### config.mk
export PLATFORM = sky130hd
export DESIGN_NAME = err_replay_unit
export DESIGN_NICKNAME = d
export VERILOG_FILES = /design/src/rtl/rpl_pkg.sv /design/src/rtl/rpl_errmask.sv /design/src/rtl/rpl_pipe.sv /design/src/rtl/rpl_seq.sv /design/src/rtl/err_replay_unit.sv
export SDC_FILE = /design/constraint.sdc
export NUM_CORES = 1
export LEC_CHECK = 0
export CAP_MARGIN = 20
export CELL_PAD_IN_SITES_DETAIL_PLACEMENT = 0
export CELL_PAD_IN_SITES_GLOBAL_PLACEMENT = 1
export CORE_MARGIN = 2
export CORE_UTILIZATION = 39
export DETAILED_ROUTE_END_ITERATION = 16
export PLACE_DENSITY = 0.75
export SYNTH_ARGS = -nofsm -noshare
export SYNTH_HDL_FRONTEND = slang
export SYNTH_SLANG_ARGS = --single-unit
### constraint.sdc
create_clock -name clk -period 4.3 [get_ports clk]
set_clock_uncertainty 0.05 [all_clocks]
set_input_delay 0.86 -clock clk [delete_from_list [all_inputs] [get_ports clk]]
set_output_delay 0.86 -clock clk [all_outputs]
set_load 0.01 [all_outputs]
### src/rtl/rpl_pkg.sv
package rpl_pkg;
  localparam int WORD_W = 32;
  localparam int FRAC_W = 23;
  localparam int NSEL_W = 5;
  localparam int OPC_W  = 2;

  typedef enum logic [OPC_W-1:0] {
    OPC_ADD = 2'd0,
    OPC_SUB = 2'd1,
    OPC_XOR = 2'd2,
    OPC_AND = 2'd3
  } rpl_opc_e;

  typedef enum logic [1:0] {
    SQ_IDLE   = 2'd0,
    SQ_RUN    = 2'd1,
    SQ_REPLAY = 2'd2,
    SQ_DRAIN  = 2'd3
  } rpl_state_e;

  // Stand-in arithmetic for the datapath.
  function automatic logic [WORD_W-1:0] rpl_calc(
    input logic [WORD_W-1:0] a,
    input logic [WORD_W-1:0] b,
    input logic [OPC_W-1:0]  op
  );
    case (rpl_opc_e'(op))
      OPC_ADD: return a + b;
      OPC_SUB: return a - b;
      OPC_XOR: return a ^ b;
      default: return a & b;
    endcase
  endfunction

  // Bits whose error flags are ignored; only fraction bits can be masked.
  function automatic logic [WORD_W-1:0] rpl_ignore_mask(
    input logic              approx,
    input logic [NSEL_W-1:0] nbits
  );
    logic [NSEL_W-1:0] nc;
    nc = (nbits > NSEL_W'(FRAC_W)) ? NSEL_W'(FRAC_W) : nbits;
    if (!approx) return '0;
    return (WORD_W'(1) << nc) - WORD_W'(1);
  endfunction
endpackage

### src/rtl/rpl_errmask.sv
module rpl_errmask
  import rpl_pkg::*;
(
  input  logic              tail_live,
  input  logic              approx,
  input  logic [NSEL_W-1:0] nbits,
  input  logic [WORD_W-1:0] flags,
  output logic              err_hit
);
  logic [WORD_W-1:0] kept;

  always_comb begin
    kept    = flags & ~rpl_ignore_mask(approx, nbits);
    err_hit = tail_live && (|kept);
  end
endmodule

### src/rtl/rpl_pipe.sv
module rpl_pipe
  import rpl_pkg::*;
#(
  parameter int STAGES = 2
) (
  input  logic              clk,
  input  logic              rst_n,
  input  logic              flush,
  input  logic              push,
  input  logic              push_live,
  input  logic [WORD_W-1:0] push_res,
  output logic              tail_live,
  output logic [WORD_W-1:0] tail_res
);
  logic              live_q [STAGES];
  logic [WORD_W-1:0] res_q  [STAGES];

  always_ff @(posedge clk) begin
    if (!rst_n || flush) begin
      live_q[0] <= 1'b0;
    end else begin
      live_q[0] <= push && push_live;
    end
    if (push) res_q[0] <= push_res;
  end

  for (genvar s = 1; s < STAGES; s++) begin : g_stage
    always_ff @(posedge clk) begin
      if (!rst_n || flush) live_q[s] <= 1'b0;
      else                 live_q[s] <= live_q[s-1];
      res_q[s] <= res_q[s-1];
    end
  end

  assign tail_live = live_q[STAGES-1];
  assign tail_res  = res_q[STAGES-1];
endmodule

### src/rtl/rpl_seq.sv
module rpl_seq
  import rpl_pkg::*;
#(
  parameter int STAGES = 2
) (
  input  logic clk,
  input  logic rst_n,
  input  logic in_valid,
  input  logic tail_live,
  input  logic err_hit,
  output logic in_ready,
  output logic rec_busy,
  output logic accept,
  output logic push,
  output logic push_live,
  output logic flush,
  output logic commit
);
  localparam int CNT_W = $clog2(STAGES + 1);

  rpl_state_e       st_q;
  logic [CNT_W-1:0] cnt_q;
  logic             last_copy;

  always_comb begin
    in_ready  = (st_q == SQ_IDLE);
    rec_busy  = (st_q == SQ_REPLAY) || (st_q == SQ_DRAIN);
    accept    = in_valid && in_ready;
    last_copy = (cnt_q == CNT_W'(STAGES - 1));
    push      = accept || (st_q == SQ_REPLAY);
    push_live = accept || last_copy;
    commit    = tail_live && !err_hit;
    flush     = err_hit;
  end

  always_ff @(posedge clk) begin
    if (!rst_n) begin
      st_q  <= SQ_IDLE;
      cnt_q <= '0;
    end else begin
      case (st_q)
        SQ_IDLE:   if (accept) st_q <= SQ_RUN;
        SQ_REPLAY: begin
          cnt_q <= cnt_q + CNT_W'(1);
          if (last_copy) st_q <= SQ_DRAIN;
        end
        default: begin
          if (commit) st_q <= SQ_IDLE;
          else if (err_hit) begin
            st_q  <= SQ_REPLAY;
            cnt_q <= '0;
          end
        end
      endcase
    end
  end
endmodule

### src/rtl/err_replay_unit.sv
module err_replay_unit
  import rpl_pkg::*;
#(
  parameter int STAGES = 2
) (
  input  logic              clk,
  input  logic              rst_n,
  input  logic              in_valid,
  output logic              in_ready_o,
  input  logic [WORD_W-1:0] in_a,
  input  logic [WORD_W-1:0] in_b,
  input  logic [OPC_W-1:0]  in_op,
  input  logic              in_approx,
  input  logic [NSEL_W-1:0] in_nbits,
  input  logic [WORD_W-1:0] err_flags,
  output logic [WORD_W-1:0] res_o,
  output logic              done_o,
  output logic              rec_busy_o
);
  // Capture register for the outstanding operation
  logic [WORD_W-1:0] cap_a, cap_b;
  logic [OPC_W-1:0]  cap_op;
  logic              cap_approx;
  logic [NSEL_W-1:0] cap_nbits;

  logic              accept, push, push_live, flush, commit;
  logic              tail_live, err_hit;
  logic [WORD_W-1:0] tail_res, push_res;
  logic [WORD_W-1:0] res_q;
  logic              done_q;

  assign push_res = accept ? rpl_calc(in_a, in_b, in_op)
                           : rpl_calc(cap_a, cap_b, cap_op);

  always_ff @(posedge clk) begin
    if (!rst_n) begin
      cap_a      <= '0;
      cap_b      <= '0;
      cap_op     <= '0;
      cap_approx <= 1'b0;
      cap_nbits  <= '0;
      res_q      <= '0;
      done_q     <= 1'b0;
    end else begin
      if (accept) begin
        cap_a      <= in_a;
        cap_b      <= in_b;
        cap_op     <= in_op;
        cap_approx <= in_approx;
        cap_nbits  <= in_nbits;
      end
      if (commit) res_q <= tail_res;
      done_q <= commit;
    end
  end

  rpl_seq #(.STAGES(STAGES)) u_seq (
    .clk(clk), .rst_n(rst_n), .in_valid(in_valid), .tail_live(tail_live),
    .err_hit(err_hit), .in_ready(in_ready_o), .rec_busy(rec_busy_o),
    .accept(accept), .push(push), .push_live(push_live), .flush(flush),
    .commit(commit)
  );

  rpl_pipe #(.STAGES(STAGES)) u_pipe (
    .clk(clk), .rst_n(rst_n), .flush(flush), .push(push),
    .push_live(push_live), .push_res(push_res),
    .tail_live(tail_live), .tail_res(tail_res)
  );

  rpl_errmask u_mask (
    .tail_live(tail_live), .approx(cap_approx), .nbits(cap_nbits),
    .flags(err_flags), .err_hit(err_hit)
  );

  assign res_o  = res_q;
  assign done_o = done_q;
endmodule

==> results.sh, run 1 <==
export IMPL_status="finished with violations"
export IMPL_violations="setup timing"
export IMPL_start_util_pct=39.6
export IMPL_drc=0
export IMPL_cts_root_buf="clkbuf_16"
export IMPL_synthArstFlopShare_pct=0
export IMPL_maxCapViolCount=0
export IMPL_coreArea_mm2=0.0326
export IMPL_end_kind="register"
export IMPL_yosysSeqAreaShare_pct=29.6
export IMPL_clk_pin_slew_ns=0.07
export IMPL_hpwl_um=30300
export IMPL_clockBufferDepth=2
export IMPL_synth_cells=1575
export IMPL_via_count=12300
export IMPL_hold_viol_final=0
export IMPL_post_drt_wl_per_cell_um=16.6
export IMPL_crit_chain="buf_6 -> or4_4 -> nor4_4 -> buf_4 -> and3_4 -> nor2_2 -> xnor2_1 -> ha_1 -> and3_4 -> a32oi_4 -> o311ai_4 -> a311o_1 -> a311oi_4 -> buf_6 -> o211ai_1 -> a41oi_2 -> a31oi_1"
export IMPL_final_max_slew_viol_count=0
export IMPL_rsz0062_at_grt="yes"
export IMPL_synth_common_cells="nand2_1 (225), a21oi_1 (179), dfxtp_1 (143)"
export IMPL_crit_path_start_kind="input port"
export IMPL_timing_final_crit_share_pct=102
export IMPL_place_gp_congestion=0.898
export IMPL_worstPathBufferInverterCount=3
export IMPL_area_growth_pct=33.9
export IMPL_cp_slowest_stage_delay_ns=0.55
export IMPL_cpMaxStageDelayCell="or4_4"
export IMPL_synth_nets=1814
export IMPL_total_power_mw=5.57
export IMPL_die_area_mm2=0.0346
export IMPL_n_antenna_cell=0
export IMPL_grt_usage_pct=22.6
export IMPL_antenna_found_initial=0
export IMPL_max_slew_worst_pin_slew_ns=0.710
export IMPL_fin_ws_ns=-0.0765
export IMPL_synth_area_per_cell_um2=8.20
export IMPL_ys_flop_type="dfxtp_1"
export IMPL_portBuffers=141
export IMPL_yosysTopAreaCell="dfxtp_1"
export IMPL_power_density_mw_per_mm2=322
export IMPL_fin_tns_setup_ns=-0.257
export IMPL_p_leak_nw=7.56
export IMPL_min_period_ns=4.38
export IMPL_critical_path_top_delay_family="compound AO/OA/AOI/OAI gates"
export IMPL_synth_most_common_cell="nand2_1"
export IMPL_wl_um=38800
export IMPL_path_class="in2reg"
export IMPL_setup_violations=4
export IMPL_ys_warn_count=0
export IMPL_die_h_um=186
export IMPL_drtAntennaViolNets=0
export IMPL_fp_dieW_um=186
export IMPL_insertion_delay_ns=0.44
export IMPL_synth_area_top_cells="dfxtp_1 (22%), ha_1 (13%), edfxtp_1 (7.4%)"
export IMPL_slew_headroom_pct=52.6
export IMPL_worstHoldPathType="reg2reg"
export IMPL_finalNetCount=2119
export IMPL_ys_types=80
export IMPL_htreeDepth=4
export IMPL_synth_seq_cells=175
export IMPL_grt_pass1_wl_um=61200
export IMPL_ios=142
export IMPL_hold_buffers=0
export IMPL_tritoncts="done"
export IMPL_synthesis_area_mm2=0.0129
export IMPL_synth_edff_count=32
export IMPL_synth_top_area_share_pct=22.2
export IMPL_numCtsBuffers=17
export IMPL_drt_iter0_markers=714
export IMPL_crit_fanout=5
export IMPL_worstPathRequired_ns=4.42
export IMPL_grt_max_degree=66
export IMPL_grt_pass1_vias=11400
export IMPL_via_per_inst=5.27
export IMPL_peakVddDrop_v=0.000274
export IMPL_fmax_ghz=0.228
export IMPL_clock_sinks=175
export IMPL_drive_gt1_share_pct=19.6
export IMPL_crit_arrival_ns=4.49
export IMPL_overflow=0
export IMPL_rows=66
export IMPL_drt_pass1_iter_count=5
export IMPL_fillers=3117
## per-layer routing
metal,GRT usage (%),share of wire [%],vias up
met1,35.4,53,5659
met5,0,0,-
li1,-,-,6328
met4,4.69,1.1,0
met2,32.6,41,283
met3,2.58,4.8,28
## logic make-up (layout without fill, tap and decap cells)
logic type                 Yosys count  count (layout)  synth area share (%)
and+or+nand+nor                    505             505                  18.0
AOI/OAI and AO/OA                  448             448                  21.6
DFF                                175             175                  29.6
adders and majority gates          133             133                  13.0
buffers and inverters              119             437                  3.54
xor gates and xnor gates            99              99                  6.71
muxes                               96              96                  7.54
## through the flow
| step | utilization [%] | hold slack [ns] | setup slack, ns | cells | instance area [um^2] |
|---|---|---|---|---|---|
| after CTS | 52.0 | 0.287 | -0.0985 | 2328 | 17000 |
| final | 53.0 | 0.288 | -0.0765 | 2335 | 17300 |
| after detailed placement | 49.6 | 0.277 | -0.979 | 2283 | 16200 |
| after global placement | 49.6 | 0.274 | -0.897 | 2283 | 16200 |
| after floorplan | - | 0.273 | -0.232 | 1575 | 12900 |
| after global routing | 53.0 | 0.288 | -0.257 | 2335 | 17300 |
## power by group
group          switching, mW  total [mW]  internal, mW  leakage (nW)
Sequential            0.0837        1.92          1.84          1.48
Clock                  0.729        1.50         0.768         0.284
Combinational           1.12        2.15          1.03          5.79
Total                   1.93        5.57          3.64          7.56
## worst paths after layout
path,from,to,slack [ns],cells after the start
worst max-delay path,in_b[7],u_pipe.res_q[0][27],-0.08,17
worst min-delay path,u_pipe.res_q[0][13],u_pipe.res_q[1][13],0.29,0
worst max register to register,cap_b[2],u_pipe.res_q[0][29],0.19,19
worst min register to register,u_pipe.res_q[0][13],u_pipe.res_q[1][13],0.29,0
## cells in the final DEF (no fill, tap or decap), types with 15 or more instances in the layout
cell             instances
xnor2_1                 53
a21oi_1                166
nand2_1                220
o21a_1                  18
nor2_1                 112
ha_1                   129
clkbuf_16               17
o21ai_0                 71
o211ai_1                25
clkdlybuf4s50_1        130
nand2b_1                15
inv_1                   33
xor2_1                  40
buf_4                  222
nor3_1                  26
dfxtp_1                141
a21o_1                  19
nor4_1                  17
nand3_1                 21
edfxtp_1                32
mux2i_1                 86
## registers in the layout, summed over array words and instances (netlist names), named ones only
register and cells:
u_pipe.res_q 64, cap_a 32, cap_b 32, res_o 32, cap_nbits 5, cap_op 2
u_pipe.live_q 2, u_seq.cnt_q 2, cap_approx 1, done_o 1, u_seq.st_q 1
## repair_timing
item                                    CTS  global route
endpoints found under the setup margin   16            16
setup buffers                            13             8
gates resized for setup                  49            69
pin swaps                                44            49
## final cells by class
| type | instances | area (um^2) | share of cell area [%] |
|---|---|---|---|
| multi-input cells | 1281 | 9060 | 52.4 |
| flip-flops and latches | 175 | 3830 | 22.1 |
| repair buffers | 368 | 3150 | 18.2 |
| well taps | 442 | 553 | 3.20 |
| clock buffers | 17 | 425 | 2.46 |
| clock inverters | 15 | 146 | 0.846 |
| inverters | 37 | 140 | 0.810 |
(Power assumes the default switching activity.)
==> run 2, diff against run 1 <==
SKIP_CTS_REPAIR_TIMING = 1   (was default)
==> run 2 against run 1 <==
The flow still finishes with violations (setup timing). Core utilization is 0.48 points lower. First-iteration DRC count increased by 0.84%. Worst setup slack worse by 0.034 ns. Final cell count shrank 0.43%. Critical endpoint unchanged.
==> results.sh, run 2 (synthesized netlist as in run 1, its figures left out) <==
export IMPL_status="finished with violations"
export IMPL_violations="setup timing"
export IMPL_instances_no_fill=2325
export IMPL_hold_start="u_pipe.res_q[0][13]"
export IMPL_drt_iter0_markers=720
export IMPL_crit_path_start_kind="input port"
export IMPL_largest_register="u_pipe.res_q"
export IMPL_numCtsBuffers=17
export IMPL_maxCapViolCount=0
export IMPL_worstPathRequired_ns=4.42
export IMPL_grt_max_degree=66
export IMPL_fp_dieW_um=186
export IMPL_hpwl_um=30300
export IMPL_end_kind="register"
export IMPL_coreArea_mm2=0.0326
export IMPL_max_slew_worst_pin_slew_ns=0.711
export IMPL_cp_slowest_stage_delay_ns=0.55
export IMPL_n_antenna_cell=0
export IMPL_regArea_mm2=0.00383
export IMPL_drive_gt1_share_pct=18.3
export IMPL_drtAntennaViolNets=0
export IMPL_portBuffers=141
export IMPL_grt_usage_pct=22.4
export IMPL_via_count=12300
export IMPL_worstPathBufferInverterCount=2
export IMPL_die_area_mm2=0.0346
export IMPL_peakVddDrop_v=0.000273
export IMPL_grt_pass1_wl_um=60700
export IMPL_p_leak_nw=7.53
export IMPL_wl_um=38600
export IMPL_total_power_mw=5.52
export IMPL_regToRegSetupSlack_ns=0.15
export IMPL_rows=66
export IMPL_final_max_slew_viol_count=0
export IMPL_start_util_pct=39.6
export IMPL_rsz0062_at_grt="yes"
export IMPL_die_h_um=186
export IMPL_worstReg2RegStart="cap_b[2]"
export IMPL_multi_input_area_mm2=0.00897
export IMPL_drc=0
export IMPL_whs_ns=0.287
export IMPL_cts_root_buf="clkbuf_16"
export IMPL_ios=142
export IMPL_cpMaxStageDelayCell="or4_4"
export IMPL_r2r_cells=19
export IMPL_crit_fanout=5
export IMPL_place_gp_congestion=0.898
export IMPL_post_drt_wl_per_cell_um=16.6
export IMPL_slew_headroom_pct=52.6
export IMPL_critical_path_top_delay_family="compound AO/OA/AOI/OAI gates"
export IMPL_drt_pass1_iter_count=5
export IMPL_reg2reg_to="u_pipe.res_q[0][29]"
export IMPL_timing_final_crit_share_pct=103
export IMPL_grt_pass1_vias=11200
export IMPL_crit_chain="buf_6 -> or4_4 -> nor4_4 -> and2_4 -> a21oi_2 -> xnor2_1 -> ha_1 -> and3_4 -> a32oi_2 -> o311ai_2 -> a311o_1 -> a311oi_4 -> buf_4 -> o211ai_1 -> a41oi_2 -> a31oi_1"
export IMPL_clk_pin_slew_ns=0.07
export IMPL_power_density_mw_per_mm2=322
export IMPL_finalNetCount=2109
export IMPL_insertion_delay_ns=0.44
export IMPL_fmax_ghz=0.227
export IMPL_crit_arrival_ns=4.53
export IMPL_worstHoldPathType="reg2reg"
export IMPL_final_common_cell="nand2_1"
export IMPL_clockBufferDepth=2
export IMPL_clock_sinks=175
export IMPL_overflow=0
export IMPL_mostFrequentLayoutCells="nand2_1 (221), buf_4 (215), a21oi_1 (169)"
export IMPL_cp_num_cells=16
export IMPL_path_class="in2reg"
export IMPL_area_growth_pct=32.7
export IMPL_fillers=3136
export IMPL_setup_violations=7
export IMPL_fin_ws_ns=-0.110
export IMPL_hold_viol_final=0
export IMPL_tritoncts="done"
export IMPL_crit_end="u_pipe.res_q[0][27]"
export IMPL_dp_cells=2283
export IMPL_antenna_found_initial=0
export IMPL_via_per_inst=5.29
export IMPL_min_period_ns=4.41
export IMPL_startpoint="in_b[8]"
export IMPL_largest_reg_flops=64
export IMPL_htreeDepth=4
-- run 2: cell types whose count changed in the layout (fill, tap and decap cells not counted), sizes merged --
cell	before	now
buf	231	220
clkdlybuf4s15	2	0
clkdlybuf4s50	130	129
dlygate4sd2	1	0
dlymetal6s2s	3	8
-- run 2: layer usage --
| metal | global-route usage [%] | share of wire [%] |
|---|---|---|
| met5 | 0 | 0 |
| met1 | 35.4 | 53 |
| met2 | 32.0 | 41 |
| met4 | 4.69 | 1.1 |
| met3 | 2.56 | 4.9 |
-- run 2: worst min path at each step --
stage | endpoint | slack (ns) | cells after the start
final | u_pipe.res_q[1][13] | 0.29 | 0
after global routing | u_pipe.res_q[1][10] | 0.29 | 0
after CTS | u_pipe.res_q[1][10] | 0.29 | 0
after detailed placement | u_pipe.res_q[1][10] | 0.28 | 0
after global placement | u_pipe.res_q[1][8] | 0.27 | 0
after floorplan | u_pipe.res_q[1][0] | 0.27 | 0
-- run 2: layout make-up --
cell class	count	area share, %
Multi-Input combinational cell	1281	52.3
Sequential cell	175	22.3
Timing Repair Buffer	358	18.0
Tap cell	442	3.23
Clock buffer	17	2.48
Clock inverter	15	0.854
Inverter	37	0.817
-- run 2: where the power goes --
part	internal, mW	leakage, nW	switching, mW
clock	0.768	0.284	0.726
sequential	1.84	1.48	0.0841
combinational	1.00	5.76	1.10
total	3.61	7.53	1.91
-- run 2: through the flow --
| stage | setup TNS (ns) | utilization (%) | area (um^2) | setup slack, ns |
|---|---|---|---|---|
| finish | -0.568 | 52.6 | 17100 | -0.110 |
| global placement | -12.97 | 49.6 | 16200 | -0.897 |
| CTS | -5.26 | 51.4 | 16800 | -0.514 |
| global route | -2.31 | 52.6 | 17100 | -0.302 |
| detailed placement | -13.94 | 49.6 | 16200 | -0.979 |
| floorplan | -0.559 | - | 12900 | -0.232 |
==> run 3, diff against run 2 <==
CORE_UTILIZATION = 44   (was 39)
DONT_BUFFER_PORTS = 1   (was default)
MAX_ROUTING_LAYER = met4   (was default)
==> run 3 against run 2 <==
The flow now finishes without violations. Final cell count is 12% lower. Maximum frequency is 5.6% higher. First-iteration DRC count is 16% higher. Sequential share of layout area is 3.3 points higher. Via count is 6.3% lower. Flip-flop and latch count stayed put. Sequential power hardly changed. Highest routed layer unchanged.
==> results.sh, run 3 (synthesized netlist as in run 1, its figures left out) <==
export IMPL_peakVddDrop_v=0.000222
export IMPL_ios=142
export IMPL_worstPathRequired_ns=4.43
export IMPL_fin_util_pct=51.8
export IMPL_max_slew_worst_pin_slew_ns=0.667
export IMPL_worstReg2RegStart="cap_b[6]"
export IMPL_post_drt_wl_per_cell_um=18.1
export IMPL_numCtsBuffers=17
export IMPL_grt_usage_pct=24.8
export IMPL_placed_cell_area_mm2=0.0142
export IMPL_crit_arrival_ns=4.31
export IMPL_final_common_cell="nand2_1"
export IMPL_startpoint="in_b[6]"
export IMPL_tritoncts="done"
export IMPL_die_area_mm2=0.0307
export IMPL_maxCapViolCount=0
export IMPL_finalNetCount=1896
export IMPL_crit_fanout=7
export IMPL_fillers=2811
export IMPL_fin_area_mm2=0.0149
export IMPL_fp_dieW_um=175
export IMPL_start_util_pct=44.9
export IMPL_wl_um=37100
export IMPL_antenna_found_initial=1
export IMPL_largest_register="u_pipe.res_q"
export IMPL_crit_end="u_pipe.res_q[0][29]"
export IMPL_htreeDepth=4
export IMPL_clk_pin_slew_ns=0.07
export IMPL_mostFrequentLayoutCells="nand2_1 (223), a21oi_1 (175), buf_4 (143)"
export IMPL_coreArea_mm2=0.0288
export IMPL_worstHoldPathType="reg2reg"
export IMPL_drt_iter0_markers=837
export IMPL_drt_pass1_iter_count=7
export IMPL_cts_root_buf="clkbuf_16"
export IMPL_instances_no_fill=2055
export IMPL_fmax_ghz=0.239
export IMPL_path_class="in2reg"
export IMPL_whs_ns=0.285
export IMPL_min_period_ns=4.18
export IMPL_drtAntennaViolNets=0
export IMPL_regToRegSetupSlack_ns=0.23
export IMPL_drc=0
export IMPL_post_place_ws_ns=-0.360
export IMPL_via_count=11500
export IMPL_setup_violations=0
export IMPL_regArea_mm2=0.00383
export IMPL_reg2reg_to="u_pipe.res_q[0][29]"
export IMPL_insertion_delay_ns=0.44
export IMPL_drive_gt1_share_pct=14.1
export IMPL_clock_sinks=175
export IMPL_fin_tns_setup_ns=0
export IMPL_grt_pass1_wl_um=59000
export IMPL_die_h_um=175
export IMPL_status="complete, no violations"
export IMPL_grt_pass1_vias=10900
export IMPL_hold_viol_final=0
export IMPL_timing_final_crit_share_pct=97.2
export IMPL_total_power_mw=5.26
export IMPL_multi_input_area_mm2=0.00876
export IMPL_hpwl_um=28900
export IMPL_via_per_inst=5.61
export IMPL_largest_reg_flops=64
export IMPL_area_growth_pct=15.4
export IMPL_power_density_mw_per_mm2=353
export IMPL_final_max_slew_viol_count=0
export IMPL_place_gp_congestion=0.892
export IMPL_crit_path_start_kind="input port"
export IMPL_dp_cells=2019
export IMPL_portBuffers=0
export IMPL_p_leak_nw=6.49
export IMPL_slew_headroom_pct=55.5
export IMPL_r2r_cells=16
export IMPL_end_kind="register"
export IMPL_fin_ws_ns=0.122
export IMPL_rsz0062_at_grt="yes"
export IMPL_clockBufferDepth=2
export IMPL_overflow=0
export IMPL_grt_max_degree=66
export IMPL_rows=62
[run 3: worst min path at each step]
stage | start | end | slack [ns] | depth (start not counted)
3_5_place_dp | u_pipe.res_q[0][18] | u_pipe.res_q[1][18] | 0.28 | 0
6_report | u_pipe.res_q[0][21] | u_pipe.res_q[1][21] | 0.28 | 0
4_1_cts | u_pipe.res_q[0][21] | u_pipe.res_q[1][21] | 0.29 | 0
3_3_place_gp | u_pipe.res_q[0][3] | u_pipe.res_q[1][3] | 0.27 | 0
5_1_grt | u_pipe.res_q[0][12] | u_pipe.res_q[1][12] | 0.30 | 0
2_1_floorplan | u_pipe.res_q[0][0] | u_pipe.res_q[1][0] | 0.27 | 0
[run 3: per-layer routing]
layer / global-route usage [%] / vias up / part of all wire [%] / wire, um
met4: 4.97 / 0 / 1.1 / 406
met5: - / - / 0 / 0
li1: - / 5874 / - / -
met2: 34.0 / 314 / 39 / 14700
met3: 4.13 / 34 / 6.1 / 2270
met1: 37.8 / 5297 / 53 / 19800
[run 3: critical path, cell delays in order]
cell and delay, ns:
or4_4 0.54, nor4_4 0.17, buf_4 0.17, nand2_1 0.06, o21ai_2 0.13, xor2_1 0.17, ha_2 0.33, and3_4 0.21
a32oi_2 0.20, o311ai_2 0.15, a311o_1 0.41, a311oi_4 0.33, o21ai_2 0.10, a2111oi_2 0.36, o211ai_1 0.12
[run 3: area by class of cell]
| class | instances | area share, % |
|---|---|---|
| Timing Repair Buffer | 145 | 7.41 |
| Clock buffer | 17 | 2.85 |
| Clock inverter | 15 | 1.14 |
| Inverter | 37 | 0.940 |
| Antenna cell | 1 | 0.0168 |
| Sequential cell | 175 | 25.7 |
| Multi-Input combinational cell | 1281 | 58.8 |
| Tap cell | 384 | 3.22 |
[run 3: power by group]
group | internal [mW] | switching, mW
logic | 0.825 | 0.977
registers | 1.84 | 0.0903
clock network | 0.783 | 0.750
